===== config.mk =====
export PLATFORM = sky130hd
export DESIGN_NAME = srate_pll_enc
export DESIGN_NICKNAME = d
export VERILOG_FILES = /design/src/rtl/srpll_pkg.sv /design/src/rtl/srpll_divider.sv /design/src/rtl/srpll_range_enc.sv /design/src/rtl/srate_pll_enc.sv
export SDC_FILE = /design/constraint.sdc
export NUM_CORES = 1
export LEC_CHECK = 0
export BUFFER_PORTS_ARGS = -buffer_cell sky130_fd_sc_hd__buf_2
export CAP_MARGIN = 20
export CORE_UTILIZATION = 55
export CTS_CLUSTER_SIZE = 12
export DETAILED_ROUTE_END_ITERATION = 10
export PLACE_DENSITY = 0.7
export SLEW_MARGIN = 5
export SYNTH_ARGS = -nofsm -noshare
export SYNTH_HDL_FRONTEND = slang
export SYNTH_SLANG_ARGS = --single-unit

===== constraint.sdc =====
create_clock -name clk -period 7.5 [get_ports clk]
set_input_delay 1.125 -clock clk [delete_from_list [all_inputs] [get_ports clk]]
set_output_delay 1.125 -clock clk [all_outputs]
set_load 0.005 [all_outputs]

===== src/rtl/srpll_pkg.sv =====
package srpll_pkg;

  // Dividend width: holds twice the 28.224 MHz reference.
  localparam int DIV_W = 26;

  typedef logic [DIV_W-1:0] divw_t;

  typedef struct packed {
    logic [11:0] code;  // range code and divider, 12 bits
    divw_t       eff;   // raw ratio after the range shift
  } enc_t;

  // Piecewise range encoding of the raw ratio.
  function automatic enc_t encode_raw(divw_t raw);
    enc_t e;
    if (raw < divw_t'(12'h100)) begin
      e.code = {3'b110, raw[8:0]};
      e.eff  = raw;
    end else if (raw < divw_t'(12'h200)) begin
      e.code = {3'b100, raw[8:0]};
      e.eff  = raw;
    end else if (raw < divw_t'(12'h400)) begin
      e.code = {3'b000, raw[8:0]};
      e.eff  = raw;
    end else if (raw < divw_t'(12'h800)) begin
      e.code = {3'b001, raw[9:1]};
      e.eff  = raw >> 1;
    end else begin
      e.code = {3'b010, raw[10:2]};
      e.eff  = raw >> 2;
    end
    return e;
  endfunction

endpackage


===== src/rtl/srpll_divider.sv =====
module srpll_divider #(
  parameter int W = 26
) (
  input  logic         clk,
  input  logic         rst_n,
  input  logic         start,
  input  logic [W-1:0] dividend,
  input  logic [W-1:0] divisor,
  output logic         busy,
  output logic         done,
  output logic [W-1:0] quotient
);
  localparam int CW = $clog2(W + 1);

  logic [W:0]    rem_q;
  logic [W-1:0]  quo_q;
  logic [W-1:0]  dsr_q;
  logic [CW-1:0] cnt_q;
  logic [W:0]    rem_sh;
  logic          fits;

  // Restoring step: bring down the next dividend bit and try a subtract.
  assign rem_sh = {rem_q[W-1:0], quo_q[W-1]};
  assign fits   = rem_sh >= {1'b0, dsr_q};

  always_ff @(posedge clk or negedge rst_n) begin
    if (!rst_n) begin
      rem_q <= '0;
      quo_q <= '0;
      dsr_q <= '0;
      cnt_q <= '0;
      busy  <= 1'b0;
      done  <= 1'b0;
    end else begin
      done <= 1'b0;
      if (start) begin
        rem_q <= '0;
        quo_q <= dividend;
        dsr_q <= divisor;
        cnt_q <= CW'(W);
        busy  <= 1'b1;
      end else if (busy) begin
        rem_q <= fits ? (rem_sh - {1'b0, dsr_q}) : rem_sh;
        quo_q <= {quo_q[W-2:0], fits};
        cnt_q <= cnt_q - CW'(1);
        if (cnt_q == CW'(1)) begin
          busy <= 1'b0;
          done <= 1'b1;
        end
      end
    end
  end

  assign quotient = quo_q;

  AST_REM_BELOW_DIVISOR: assert property (@(posedge clk) disable iff (!rst_n)
    busy |-> (rem_q < {1'b0, dsr_q}));
  AST_NO_RELOAD_WHILE_BUSY: assert property (@(posedge clk) disable iff (!rst_n)
    start |-> !busy);

endmodule


===== src/rtl/srpll_range_enc.sv =====
module srpll_range_enc
  import srpll_pkg::*;
(
  input  divw_t       raw,
  output logic [11:0] code,
  output divw_t       eff
);
  enc_t enc;

  always_comb begin
    enc  = encode_raw(raw);
    code = enc.code;
    eff  = enc.eff;
  end

endmodule


===== src/rtl/srate_pll_enc.sv =====
module srate_pll_enc
  import srpll_pkg::*;
#(
  parameter int RATE_W = 18,
  parameter int MIN_HZ = 6900,
  parameter int MAX_HZ = 219000,
  parameter int REF_HZ = 28224000
) (
  input  logic              clk,
  input  logic              rst_n,
  input  logic              start,
  input  logic [RATE_W-1:0] rate_hz,
  output logic              busy,
  output logic              done,
  output logic              range_err,
  output logic [7:0]        pll_hi,
  output logic [7:0]        pll_lo,
  output logic [RATE_W-1:0] achieved_hz
);
  localparam divw_t RAW_NUM = divw_t'(2 * REF_HZ);
  localparam divw_t ACH_NUM = divw_t'(REF_HZ);

  typedef enum logic [1:0] {ST_IDLE, ST_RAW, ST_ACH} st_e;

  st_e   st_q;
  logic  in_window;
  logic  go_div;
  logic  div_start;
  logic  div_busy;
  logic  div_done;
  divw_t div_a;
  divw_t div_b;
  divw_t div_quo;
  logic [11:0] enc_code;
  divw_t       enc_eff;
  logic [11:0] code_q;
  logic [11:0] word_q;
  logic [RATE_W-1:0] ach_q;

  assign in_window = (rate_hz >= RATE_W'(MIN_HZ)) && (rate_hz <= RATE_W'(MAX_HZ));
  assign go_div    = (st_q == ST_IDLE) && start && in_window;
  assign div_start = go_div || ((st_q == ST_RAW) && div_done);
  assign div_a     = (st_q == ST_IDLE) ? RAW_NUM : ACH_NUM;
  assign div_b     = (st_q == ST_IDLE) ? divw_t'(rate_hz) : (enc_eff + divw_t'(1));

  srpll_divider #(.W(DIV_W)) u_div (
    .clk      (clk),
    .rst_n    (rst_n),
    .start    (div_start),
    .dividend (div_a),
    .divisor  (div_b),
    .busy     (div_busy),
    .done     (div_done),
    .quotient (div_quo)
  );

  srpll_range_enc u_enc (
    .raw  (div_quo),
    .code (enc_code),
    .eff  (enc_eff)
  );

  always_ff @(posedge clk or negedge rst_n) begin
    if (!rst_n) begin
      st_q      <= ST_IDLE;
      done      <= 1'b0;
      range_err <= 1'b0;
      code_q    <= '0;
      word_q    <= '0;
      ach_q     <= '0;
    end else begin
      done <= 1'b0;
      unique case (st_q)
        ST_IDLE: if (start) begin
          if (in_window) begin
            st_q <= ST_RAW;
          end else begin
            done      <= 1'b1;
            range_err <= 1'b1;
          end
        end
        ST_RAW: if (div_done) begin
          code_q <= enc_code;
          st_q   <= ST_ACH;
        end
        ST_ACH: if (div_done) begin
          word_q    <= code_q;
          ach_q     <= div_quo[RATE_W-1:0];
          range_err <= 1'b0;
          done      <= 1'b1;
          st_q      <= ST_IDLE;
        end
        default: st_q <= ST_IDLE;
      endcase
    end
  end

  assign busy        = (st_q != ST_IDLE);
  assign pll_hi      = {4'b0000, word_q[11:8]};
  assign pll_lo      = word_q[7:0];
  assign achieved_hz = ach_q;

  AST_DONE_PULSE: assert property (@(posedge clk) disable iff (!rst_n)
    done |=> !done);
  AST_DONE_NOT_BUSY: assert property (@(posedge clk) disable iff (!rst_n)
    done |-> !busy);
  AST_REJECT_OUTSIDE: assert property (@(posedge clk) disable iff (!rst_n)
    (done && range_err) |-> ($past(rate_hz) < RATE_W'(MIN_HZ) || $past(rate_hz) > RATE_W'(MAX_HZ)));
  AST_REJECT_KEEPS: assert property (@(posedge clk) disable iff (!rst_n)
    (done && range_err) |-> ($stable(pll_hi) && $stable(pll_lo) && $stable(achieved_hz)));
  AST_LEGAL_RANGE: assert property (@(posedge clk) disable iff (!rst_n)
    (done && !range_err) |-> (pll_hi[7:4] == 4'h0 && pll_hi[3:1] inside {3'd0, 3'd1, 3'd2, 3'd4, 3'd6}));

endmodule


==> summary.md <==
| Metric | Value |
|---|---|
| Sink of the worst hold path | range_err$_DFFE_PN0P_ |
| Post-Place Cell Area | 8254 um^2 |
| CP arrival | 4.03 ns |
| DRC Markers | 0 |
| Fillers | 1179 |
| Post-Syn Area per Cell | 9.208 um^2 |
| Worst rel slew slack | 34.48% |
| Fmax | 269.8 MHz |
| Vias in the first global route | 6466 |
| Initial antenna violation count | 0 |
| Maximum fanout along the worst path | 16 |
| DP Wirelength | 14.22 mm |
| Skew-Pair Late Insertion Delay | 0.44 ns |
| Status | finished clean |
| Die width | 122.0 um |
| Power Total | 1.576 mW |
| Layout cells sized above 1 | 15.21% |
| Pwr Density | 177.9 nW/um^2 |
| CTS Hold Bufs | 0 |
| ANT cells | 0 |
| Clk buf depth | 2 |
| Top cells by area, synth | dfrtp_1 (41%), mux2i_1 (5.9%), o21ai_0 (4.9%) |
| Average wire per standard cell | 18.70 um |
| Final Worst Setup Slack | 3.793 ns |
| Die H | 122.0 um |
| Register area share after synthesis | 41.40% |
| Netlist cell types | 72 |
| Slew Limit Fails | 0 |
| Post-cts resize count | 0 |
| Vias per cell | 6.101 |
| Clock tree sinks | 131 |
| Nets | 939 |
| CTS tree | built |
| CTS buffer count | 17 |
| Via count | 6595 |
| Main synth FF type | dfrtp_1 |
| WL final | 20.21 mm |
| Clk_skew | 0.01209 ns |
| Design Area, Final | 8855 um^2 |
| Count of final hold-check violations | 0 |
| Measured slew at the worst slew-check pin | 0.9827 ns |
| Max rail drop VDD | 0.1937 mV |
| Dpl ws | 3.442 ns |
| Setup TNS | 0 ns |
| Post-synth EDFFs | 0 |
| Largest net degree at the start of global routing | 84 |
| Routability cong. | 0.9343 |
| # rows | 43 |
| Cell Area, Synth | 7919 um^2 |
| Placed cells | 1049 |
| Root Buffer | clkbuf_16 |
| Grt total ovfl | 0 |
| Synth area leader | dfrtp_1 |
| Antenna Nets Post-Route | 0 |
| FF-to-FF End | u_div.dsr_q[22]$_DFFE_PN0N_ |
| Tcrit/Tclk final | 49.43% |
| Max_cap viols | 0 |
| I/O pins | 58 |
| Iter 0 DRT Violations | 577 |
| DIE AREA | 14880 um^2 |
| Hold WS | 0.4830 ns |
| First-pass GRT wire length | 33.11 mm |
| Hold Path Cell Cnt | 2 |
| Reg clk slew, reported paths | 0.06 ns |
| Ys async rst share | 100.0% |
| R2R Path Start | u_div.quotient[16]$_DFFE_PN0P_ |
| Finished Core Util | 63.30% |
| Cell count after synthesis | 860 |
| Synth Warn # | 0 |
| Post-CTS setup repair buffer count | 0 |
| All-layer global routing usage | 29.28% |
| Area grow syn2layout | 11.82% |
| Worst min path class | reg -> reg |
| RSZ-0062 raised after global routing | false |
| Pre-antenna DRT Iters | 5 |
| R2R cell count | 8 |
| Leakage | 4.518 nW |
| Crit path kind | in -> reg |
| Min-delay src | range_err$_DFFE_PN0P_ |
| Reg2Reg Setup Slack | 3.85 ns |
| Non-filler cells, final | 1081 |
| Initial Util | 56.61% |
| CTS H-tree depth | 4 |
| Synth Register Bits | 131 |
| Worst setup SP type | input pin |
| IO buf count | 53 |
| Endpoint class of the critical path | flip-flop |
| Core Region | 13990 um^2 |
| Final min period | 3.707 ns |
| Critical Path RT | 7.82 ns |
| Count of final setup violators | 0 |
| Share of the synthesized area in the top cell type | 41.40% |
==> worst max-delay path, cell delays in order <==
cell and delay [ns]:
buf_2 0.12, o31ai_1 0.34, o21ai_0 0.16, a311oi_1 0.44, o21ai_0 0.30, or2_2 0.44
nand2_1 0.51, buf_4 0.32, o21ai_0 0.10, a21o_1 0.16
==> how the worst max path moves through the flow <==
stage / start / to / slack [ns]
after CTS: rate_hz[16] / u_div.rem_q[24]$_DFFE_PN0P_ / 3.90
after global placement: rate_hz[16] / u_div.rem_q[24]$_DFFE_PN0P_ / 3.47
after floorplan: rate_hz[16] / u_div.rem_q[24]$_DFFE_PN0P_ / 4.30
after detailed placement: rate_hz[16] / u_div.rem_q[24]$_DFFE_PN0P_ / 3.44
after global routing: u_div.quotient[16]$_DFFE_PN0P_ / u_div.dsr_q[22]$_DFFE_PN0N_ / 3.54
final: rate_hz[2] / u_div.dsr_q[8]$_DFFE_PN0N_ / 3.79
==> layer usage <==
layer,up-vias,wire length [um],track usage [%]
met1,3216,9026,37.63
met4,0,447,11.42
met5,-,0,0
met2,179,9930,48.41
li1,3161,-,-
met3,39,806,5.805
==> cell usage after synthesis (17+ instances only) <==
| master | n |
|---|---|
| nor3_1 | 17 |
| dfrtp_1 | 131 |
| inv_1 | 50 |
| mux2i_1 | 47 |
| xnor2_1 | 26 |
| nand3_1 | 26 |
| nor2_1 | 48 |
| nand2_1 | 78 |
| ha_1 | 29 |
| mux2_2 | 26 |
| o21ai_0 | 78 |
| clkbuf_1 | 41 |
| a21oi_1 | 50 |
==> cell type report <==
class / count / area [um^2] / share of cell area [%]
Clock buffer: 18 / 429.2 / 4.847
Clock inverter: 14 / 171.4 / 1.936
Inverter: 50 / 187.7 / 2.120
Timing Repair Buffer: 60 / 320.3 / 3.617
Sequential cell: 131 / 3279 / 37.04
Multi-Input combinational cell: 628 / 4242 / 47.90
Tap cell: 180 / 225.2 / 2.543
==> state kept, by name (all words and copies together) (netlist names) <==
name	count
u_div.dsr_q	26
achieved_hz	18
code_q	12
word_q	12
u_div.rem_q	26
u_div.done	1
range_err	1
u_div.busy	1
u_div.quotient	26
u_div.cnt_q	5
done	1
st_q	2
==> cells by family after synthesis <==
logic type	synth area share, %
mux	9.638
other cells	0.04736
compound gates	18.71
xor+xnor	3.982
fa+ha+maj	4.835
flops	41.40
buf+inv	5.309
simple gates	16.08
==> cells in the final DEF (no fill, tap or decap), drive strengths merged, types with 3 or more instances in the layout <==
cell type / count
or4: 6
inv: 55
xnor2: 26
a21oi: 50
o221ai: 5
clkinv: 6
mux2i: 47
o211ai: 9
nor4: 10
o21a: 7
clkbuf: 18
o31a: 3
o22ai: 6
and2: 5
nand2: 78
a22oi: 11
or2: 5
nor2: 48
o21ai: 80
a31oi: 10
o31ai: 5
and3: 11
nor3: 18
o21bai: 5
nor2b: 8
nand3: 27
a21o: 9
o32ai: 3
a211oi: 7
conb: 4
xor2: 10
nand4: 8
buf: 60
nor4b: 5
a41oi: 5
ha: 29
or3: 4
dfrtp: 131
mux2: 26
nand2b: 10
==> report_power, final <==
part	internal (mW)	switching, mW	leakage, nW
combinational	0.00574	0.0206	2.49
sequential	0.707	0	1.74
clock	0.500	0.342	0.291
total	1.21	0.363	4.52
Note: power is estimated with default switching activity, not from simulation.
